## src/rtl/sigbuf_pkg.sv

```systemverilog
package sigbuf_pkg;
  localparam int BYTE_W = 8;
  localparam int PH_W   = 3;

  // last phase of a packing cycle for the selected rate
  function automatic logic [PH_W-1:0] last_phase(input logic slow);
    return slow ? PH_W'(7) : PH_W'(3);
  endfunction

  // bit cell index at which the access window opens
  function automatic int unsigned irq_cell(input logic slow);
    return slow ? 1 : 2;
  endfunction

  // insert this frame's received bits into the accumulating byte
  function automatic logic [BYTE_W-1:0] pack_bits(input logic [BYTE_W-1:0] acc,
                                                  input logic [PH_W-1:0] ph,
                                                  input logic [1:0] bits,
                                                  input logic slow);
    logic [BYTE_W-1:0] r;
    r = acc;
    if (slow) r[ph] = bits[0];
    else      r[{ph[1:0], 1'b0} +: 2] = bits;
    return r;
  endfunction

  // pick this frame's transmit bits out of the held byte
  function automatic logic [1:0] play_bits(input logic [BYTE_W-1:0] d,
                                           input logic [PH_W-1:0] ph,
                                           input logic slow);
    return slow ? {1'b1, d[ph]} : d[{ph[1:0], 1'b0} +: 2];
  endfunction
endpackage

```

## src/rtl/sig_frame_seq.sv

```systemverilog
module sig_frame_seq
  import sigbuf_pkg::*;
#(
  parameter int CELL_W = 3
) (
  input  logic            clk,
  input  logic            rst_n,
  input  logic            rate_slow,
  input  logic            chan_enable,
  input  logic            frame_pulse,
  input  logic            cell_tick,
  input  logic            host_rd,
  input  logic            host_wr,
  output logic            slow_eff,
  output logic            primed,
  output logic [PH_W-1:0] phase,
  output logic            last_now,
  output logic            rate_chg,
  output logic            irq_flag
);
  localparam logic [CELL_W-1:0] CELL_MAX = '1;

  logic              slow_q, primed_q, irq_q;
  logic [PH_W-1:0]   phase_q;
  logic [CELL_W-1:0] cell_q;
  logic              access, irq_hit;

  assign slow_eff = slow_q;
  assign primed   = primed_q;
  assign phase    = phase_q;
  assign irq_flag = irq_q;
  assign rate_chg = (rate_slow != slow_q);
  assign last_now = (phase_q == last_phase(slow_q));
  assign access   = host_rd | host_wr;
  assign irq_hit  = primed_q && chan_enable && cell_tick && !frame_pulse && last_now &&
                    (cell_q == CELL_W'(irq_cell(slow_q) - 1));

  always_ff @(posedge clk or negedge rst_n) begin
    if (!rst_n) begin
      slow_q   <= 1'b0;
      primed_q <= 1'b0;
      phase_q  <= '0;
      cell_q   <= '0;
      irq_q    <= 1'b0;
    end else begin
      slow_q <= rate_slow;
      if (rate_chg) begin
        primed_q <= 1'b0;
      end else if (frame_pulse) begin
        primed_q <= 1'b1;
        phase_q  <= (primed_q && !last_now) ? phase_q + 1'b1 : '0;
      end
      if (frame_pulse) cell_q <= '0;
      else if (cell_tick && cell_q != CELL_MAX) cell_q <= cell_q + 1'b1;
      if (frame_pulse || access || rate_chg) irq_q <= 1'b0;
      else if (irq_hit) irq_q <= 1'b1;
    end
  end

  assert_phase_bound_R1: assert property (@(posedge clk) disable iff (!rst_n)
    primed_q |-> (phase_q <= last_phase(slow_q)));
  assert_wrap_R1: assert property (@(posedge clk) disable iff (!rst_n)
    (frame_pulse && !rate_chg && primed_q && last_now) |=> (phase_q == '0));
  assert_irq_last_R6: assert property (@(posedge clk) disable iff (!rst_n)
    irq_q |-> (primed_q && last_now));
  assert_irq_fp_clear_R7: assert property (@(posedge clk) disable iff (!rst_n)
    frame_pulse |=> !irq_q);
  assert_irq_acc_clear_R7: assert property (@(posedge clk) disable iff (!rst_n)
    access |=> !irq_q);
  assert_resync_R9: assert property (@(posedge clk) disable iff (!rst_n)
    rate_chg |=> !primed_q);
endmodule

```

## src/rtl/sig_rx_pack.sv

```systemverilog
module sig_rx_pack
  import sigbuf_pkg::*;
(
  input  logic              clk,
  input  logic              rst_n,
  input  logic              slot_strobe,
  input  logic [1:0]        rx_bits,
  input  logic              primed,
  input  logic              last_now,
  input  logic              slow,
  input  logic [PH_W-1:0]   phase,
  output logic [BYTE_W-1:0] rd_data
);
  logic [BYTE_W-1:0] acc_q, rd_q, merged;
  logic              take, publish;

  assign merged  = pack_bits(acc_q, phase, rx_bits, slow);
  assign take    = slot_strobe && primed;
  assign publish = take && last_now;
  assign rd_data = rd_q;

  // data registers carry no reset: the read byte is undefined until filled
  always_ff @(posedge clk) begin
    if (take)    acc_q <= merged;
    if (publish) rd_q  <= merged;
  end

  assert_rd_stable_R2: assert property (@(posedge clk) disable iff (!rst_n)
    !publish |=> $stable(rd_q));
endmodule

```

## src/rtl/sig_tx_play.sv

```systemverilog
module sig_tx_play
  import sigbuf_pkg::*;
(
  input  logic              clk,
  input  logic              rst_n,
  input  logic              host_wr,
  input  logic [BYTE_W-1:0] host_wdata,
  input  logic              frame_pulse,
  input  logic              rate_chg,
  input  logic              primed,
  input  logic              last_now,
  input  logic              slow,
  input  logic [PH_W-1:0]   phase,
  input  logic              chan_enable,
  output logic [1:0]        tx_bits,
  output logic              tx_oe
);
  logic [BYTE_W-1:0] wr_q, hold_q;
  logic              cycle_start;

  assign cycle_start = frame_pulse && !rate_chg && (!primed || last_now);
  assign tx_bits     = play_bits(hold_q, phase, slow);
  assign tx_oe       = chan_enable && primed;

  always_ff @(posedge clk or negedge rst_n) begin
    if (!rst_n) begin
      wr_q   <= '1;
      hold_q <= '1;
    end else begin
      if (host_wr) wr_q <= host_wdata;
      if (cycle_start) hold_q <= host_wr ? host_wdata : wr_q;
    end
  end

  assert_wr_hold_R4: assert property (@(posedge clk) disable iff (!rst_n)
    !host_wr |=> $stable(wr_q));
  assert_hold_fixed_R3: assert property (@(posedge clk) disable iff (!rst_n)
    !frame_pulse |=> $stable(hold_q));
endmodule

```

## src/rtl/sig_chan_buffer.sv

```systemverilog
module sig_chan_buffer
  import sigbuf_pkg::*;
#(
  parameter int CELL_W = 3
) (
  input  logic              clk,
  input  logic              rst_n,
  input  logic              rate_slow,
  input  logic              chan_enable,
  input  logic              frame_pulse,
  input  logic              cell_tick,
  input  logic              slot_strobe,
  input  logic [1:0]        rx_bits,
  input  logic              host_rd,
  input  logic              host_wr,
  input  logic [BYTE_W-1:0] host_wdata,
  output logic [BYTE_W-1:0] host_rdata,
  output logic [1:0]        tx_bits,
  output logic              tx_oe,
  output logic              irq_pull_low
);
  logic            slow_eff, primed, last_now, rate_chg, irq_flag;
  logic [PH_W-1:0] phase;

  sig_frame_seq #(.CELL_W(CELL_W)) u_seq (
    .clk(clk), .rst_n(rst_n), .rate_slow(rate_slow), .chan_enable(chan_enable),
    .frame_pulse(frame_pulse), .cell_tick(cell_tick), .host_rd(host_rd),
    .host_wr(host_wr), .slow_eff(slow_eff), .primed(primed), .phase(phase),
    .last_now(last_now), .rate_chg(rate_chg), .irq_flag(irq_flag)
  );

  sig_rx_pack u_rx (
    .clk(clk), .rst_n(rst_n), .slot_strobe(slot_strobe), .rx_bits(rx_bits),
    .primed(primed), .last_now(last_now), .slow(slow_eff), .phase(phase),
    .rd_data(host_rdata)
  );

  sig_tx_play u_tx (
    .clk(clk), .rst_n(rst_n), .host_wr(host_wr), .host_wdata(host_wdata),
    .frame_pulse(frame_pulse), .rate_chg(rate_chg), .primed(primed),
    .last_now(last_now), .slow(slow_eff), .phase(phase),
    .chan_enable(chan_enable), .tx_bits(tx_bits), .tx_oe(tx_oe)
  );

  assign irq_pull_low = irq_flag && chan_enable;

  assert_quiet_unprimed_R9: assert property (@(posedge clk) disable iff (!rst_n)
    !primed |-> (!tx_oe && !irq_pull_low));
endmodule

```

## config.mk

```make
export PLATFORM = sky130hd
export DESIGN_NAME = sig_chan_buffer
export DESIGN_NICKNAME = d
export VERILOG_FILES = /design/src/rtl/sigbuf_pkg.sv /design/src/rtl/sig_frame_seq.sv /design/src/rtl/sig_rx_pack.sv /design/src/rtl/sig_tx_play.sv /design/src/rtl/sig_chan_buffer.sv
export SDC_FILE = /design/constraint.sdc
export NUM_CORES = 1
export LEC_CHECK = 0
export BUFFER_PORTS_ARGS = -buffer_cell sky130_fd_sc_hd__buf_2
export CORE_MARGIN = 1
export CORE_UTILIZATION = 45
export CTS_BUF_LIST = sky130_fd_sc_hd__clkbuf_4 sky130_fd_sc_hd__clkbuf_8
export CTS_CLUSTER_DIAMETER = 150
export DETAILED_ROUTE_END_ITERATION = 12
export PLACE_DENSITY = 0.65
export SLEW_MARGIN = 40
export SYNTH_ARGS = -nofsm -noshare
export SYNTH_HDL_FRONTEND = slang
export SYNTH_SLANG_ARGS = --single-unit
```

## constraint.sdc

```tcl
create_clock -name clk -period 2.4 [get_ports clk]
set_input_delay 0.12 -clock clk [delete_from_list [all_inputs] [get_ports clk]]
set_output_delay 0.12 -clock clk [all_outputs]
set_load 0.05 [all_outputs]
```

======== After elaboration in Yosys (flattened, before gate mapping) ========
Cells that the tools add are included.
word-level totals
  flip-flop bits (word level) ............. 41
  bits in latches ......................... 0
  memory bits (writable) .................. 0
  ROM bits ................................ 0
  input bits .............................. 19
  output and inout port bits .............. 12
  word-level logic and storage cells ...... 66
  memories kept ........................... 0
cells by class
  $add $sub $neg .......................... 4
  $mul .................................... 0
  divide/modulo/power cells ............... 0
  $lt $le $gt $ge ......................... 2
  equality and inequality tests ........... 4
  shifts and indexed selects .............. 3
  mux-type cells .......................... 18
  bitwise logic cells ..................... 2
  reduce and logical (&&, ||, !) cells .... 24
operators with widths
  operator               number
  $bwmux 8               2
  $mux 8                 2
  $logic_and 1x1->1      13
  $mux 3                 4
  $shift 2x5->8 const A  1
  $shiftx 2x5->8         1
  $shiftx 8x4->2         1
  $add 3x1->3 const B    2
  $eq 3x3->1             2
  $mux 1                 6
  $reduce_bool 2->1      3
  $neg 3->5              1
  $logic_not 1->1        4
  $lt 3x4->1 const B     1
  $mux 2                 2
  $bmux 1 s3             1
  $demux 1 s3            1
  $ge 3x1->1 const B     1
  $logic_or 1x1->1       3
  $ne 3x3->1 const B     1
  $sub 3x1->3 const B    1
  $reduce_and 2->1       1
  $ne 1x1->1             1
  $not 1->1              1
  $or 1x1->1             1

======== Longest topological paths before layout ========
  depth after elaboration ................. 7
  depth in mapped cells ................... 7
  gate-level depth less buffers ........... 6

======== Cells and area by module ========
A second synthesis with hierarchy kept.
unflattened totals
  cells, all modules ...................... 176
  area total of the unflattened synthesis .. 2239.6 sq um
by module, submodules not included
  module           times used  cells each  area each (sq um)  seq. area each (sq um)
  sig_rx_pack      1           75          959.7              480.5
  sig_tx_play      1           55          799.5              420.4
  sig_frame_seq    1           45          474.2              225.2
  sig_chan_buffer  1           1           6.3                0.0

======== Least setup slack after synthesis ========
Ideal clock, no wire load.
  kind .................................... reg-to-output
  start ................................... reg u_seq.phase_q[1], in the netlist u_seq.phase[1]
  end ..................................... out tx_bits[0]
  data arrival time ....................... 1.962 ns
  required time ........................... 2.280 ns
  setup slack ............................. 0.318 ns
  cell stages (with the launch flop) ...... 4
  buffers on the path ..................... 1
  cells stage by stage .................... dfrtp_1 > clkbuf_1 > mux4_1 > o21ai_1
between the ends
  cells in the longest elaborated chain, start to end .. 3
  elaborated cells between the ends (all ways) .. 4
  those cells by class .................... 1 x shift; 3 x mux
ends and longest elaborated chain
  item                          RTL line               text
  start: declaration            sig_frame_seq.sv:24    logic [PH_W-1:0] phase_q;
  start signal: assignment      sig_frame_seq.sv:51    phase_q <= (primed_q && !last_now) ? phase_q + 1'b1 : '0;
  $bmux 1 s3                    sigbuf_pkg.sv:31       return slow ? {1'b1, d[ph]} : d[{ph[1:0], 1'b0} +: 2];
  $mux 1 (implied by the code)  sigbuf_pkg.sv:31
  $mux 2 *                      sigbuf_pkg.sv:31
  end: declaration              sig_chan_buffer.sv:18  output logic [1:0] tx_bits,
Mark *: on every way between the ends. The rest lies on a longest branch, timed or not. The select of a mux whose other input is x is not followed.

======== Worst setup path in the final report ========
  start ................................... reg u_seq.phase_q[0], in the netlist u_seq.phase[0]
  end ..................................... out tx_bits[0]
The elaborated chain is that of the path after synthesis.

==> flow_summary.yaml <==
run_status:
  outcome: "finished clean"
grt:
  grt_max_degree: 26
  grtUsageTotal_pct: 17.52
  antenna_found_initial: 0
  grt_first_pass_wirelength_um: 6920
  gr-total-overflow: 0
  grt_pass1_vias: 1485
routing:
  avgRoutedWirePerCell_um: 15.24
  finalWirelength_um: 3947
  drtAntennaViolNets: 0
  vias_per_cell: 5.498
  wl_met2_um: 2040
  num_vias: 1424
  top_layer: "met4"
  drcViolationCount: 0
  wl_met1_um: 1731
  first_iter_violations: 69
  dr.pass1.iters: 2
  wl_met3_um: 133
timing:
  setup_viol: 0
  final.setup.tns_ps: 0
  rsz0062_at_grt: "false"
  slew_viol_final: 0
  finalCriticalPeriod_ps: 2237
  fmax_mhz: 447.0
  tightest_slew_ps: 566.3
  fin_crit_sh_pct: 93.22
  skew_ps: 11.99
  final_hold_viol_count: 0
  relSlewSlack_pct: 62.25
floorplanning:
  num_io_pins: 31
  start_util_pct: 48.42
  die_h_um: 71.62
  dieArea_um2: 5129
  rows: 24
  core_um2: 4504
  die_w_um: 71.62
final_layout:
  antenna_cells: 0
  multi_input_area_um2: 962.2
  final_area_um2: 2500
  nets: 233
  nFillCells: 386
  seq_area_um2: 1126
  area_delta_synth_final_pct: 14.63
  drive_above_1_share_pct: 39.13
logic_synthesis:
  synth_nets: 199
  syn_area_per_cell_um2: 12.68
  synth_seq_area_share_pct: 51.64
  ys_warn_count: 0
  synth_flop_cell: "edfxtp_1"
  synth_cell_types: 40
  synth_edf_count: 16
  syn_area_um2: 2181
  ys_ff_latch: 41
  synth-async-reset-ratio_pct: 60.98
  netlist_instances: 172
place:
  place_congestion: 0.8276
  dp_hpwl_um: 2910
  port_buffers: 30
  post_dp_cell_area_um2: 2360
clocking:
  htree_levels: 2
  cts_tree: "done"
  cts_buffers: 5
  postCtsResizedCells: 0
  cts_root_buf: "clkbuf_8"
  clk_latency_ps: 290
  path_clk_slew_ps: 80
  clk_path_buf_depth: 2
  cts_sinks: 41
  post_cts_buffers: 0
worst_setup_path:
  cp-end-kind: "output port"
  r2r_end: "u_rx.acc_q[7]$_DFFE_PP_"
  ff2ff_path_depth: 6
  crit_start: "u_seq.phase[0]$_DFFE_PN0N_"
  start_kind: "flop"
  setup.worst_path.end: "tx_bits[0]"
  arrival_ps: 2120
  cp_data_required_time_ps: 2280
  critPathKind: "reg2out"
  r2r_start: "u_seq.phase[0]$_DFFE_PN0N_"
  cp_max_fo: 13
  reg2reg_slack_ps: 390
run:
  maxCapViolCount: 0
pwr:
  power_leakage_nw: 1.073
  peakVddDrop_mv: 0.3519
  pwr_density_cell_nw_per_um2: 795.9
worst_hold_path:
  hold_path_class: "in2reg"
  hold_start: "host_wdata[4]"
## routing by layer
layer	up-vias	global-route usage [%]
li1	690	-
met1	707	19.80
met2	21	32.08
met3	6	4.923
met4	0	5.229
met5	-	0
## power by group
group	total (W)	switching [W]	leakage [nW]	internal (W)
Clock	0.000580	0.000229	0.0619	0.000350
Sequential	0.000937	0.0000789	0.433	0.000858
Combinational	0.000473	0.000238	0.578	0.000236
## logic make-up after synthesis
kind of cell,after synthesis,synth area share (%)
xor gates and xnor gates,5,2.008
adders and majority gates,8,4.590
muxes,30,17.96
and+or+nand+nor,49,11.42
buffers and inverters,16,4.245
AOI/OAI and AO/OA,23,8.147
DFF,41,51.64
## through the flow
| step | total power, W | setup slack, ps | utilization (%) | cells | hold slack [ps] |
|---|---|---|---|---|---|
| 2_1_floorplan | 0.001314 | 318.2 | - | 172 | -175.6 |
| 3_3_place_gp | 0.001399 | 510.6 | 52.39 | 249 | 125.5 |
| 3_5_place_dp | 0.001424 | 464.3 | 52.39 | 249 | 135.9 |
| 4_1_cts | 0.002004 | 134.9 | 55.50 | 259 | 66.41 |
| 5_1_grt | 0.002091 | 9.166 | 55.50 | 259 | 72.14 |
| 6_report | 0.001990 | 162.7 | 55.50 | 259 | 75.34 |
## flip-flops by register name, indices dropped and copies added (netlist names)
name	count
u_rx.acc_q	8
u_rx.rd_data	8
u_seq.cell_q	3
u_seq.irq_flag	1
u_seq.phase	3
u_seq.primed	1
u_seq.slow_eff	1
u_tx.hold_q	8
u_tx.wr_q	8
## cells in the mapped netlist (2+ instances only)
cell type / number / area, um^2
a221oi_1: 2 / 17.52
nand2_1: 19 / 71.32
mux4_2: 2 / 45.04
edfxtp_1: 16 / 480.5
buf_2: 2 / 10.01
xnor2_1: 3 / 26.28
mux2_4: 8 / 120.1
nor2b_1: 4 / 25.02
ha_1: 8 / 100.1
and2_1: 3 / 18.77
inv_1: 6 / 22.52
mux2i_1: 11 / 110.1
clkbuf_1: 3 / 11.26
xor2_1: 2 / 17.52
and4_1: 2 / 17.52
o21ai_0: 4 / 20.02
nor2_1: 8 / 30.03
dfrtp_1: 9 / 225.2
nand3_1: 6 / 30.03
a21oi_1: 4 / 20.02
dfstp_2: 16 / 420.4
a22o_1: 2 / 17.52
buf_6: 4 / 45.04
o21a_1: 2 / 15.01
a32o_1: 4 / 40.04
mux2_2: 8 / 90.09
## cell usage in the layout, fill, tap and decap left out, drive strengths merged, types with 2 or more instances in the layout
cell type	n
a21oi	4
a221oi	2
a22o	2
a32o	4
and2	3
and4	2
buf	34
clkbuf	7
dfrtp	9
dfstp	16
dlygate4sd3	2
edfxtp	16
ha	8
inv	7
mux2	16
mux2i	11
mux4	3
nand2	19
nand3	6
nor2	8
nor2b	4
o21a	2
o21ai	5
xnor2	3
xor2	2
## how the worst min path moves through the flow
stage / slack (ps) / cells past startpoint / to
4_1_cts: 70 / 2 / u_tx.wr_q[5]$_DFF_PN1_
3_5_place_dp: 140 / 1 / u_seq.cell_q[1]$_DFFE_PN0P_
6_report: 80 / 2 / u_tx.wr_q[4]$_DFF_PN1_
3_3_place_gp: 130 / 1 / u_seq.irq_flag$_DFFE_PN0P_
2_1_floorplan: -180 / 0 / u_seq.cell_q[0]$_DFFE_PN0P_
5_1_grt: 70 / 2 / u_tx.wr_q[0]$_DFF_PN1_
## worst max-delay path, stage by stage (launching register included)
cell,delay [ps]
dfrtp_1,570
buf_4,250
mux2i_1,90
mux4_1,490
o21ai_1,140
buf_2,280
## timing repair
action,in CTS,in global routing
hold buffers,2,0
setup endpoints to repair,0,0
hold endpoints to repair,10,0
## layout make-up
cell class	count	share of cell area (%)
sequential	41	45.05
clock inverter	1	1.201
tap	52	2.603
clock buffer	7	3.604
inverter	7	1.051
multi-input combinational	115	38.49
timing repair buffer	36	8.008
(Power assumes the default switching activity.)
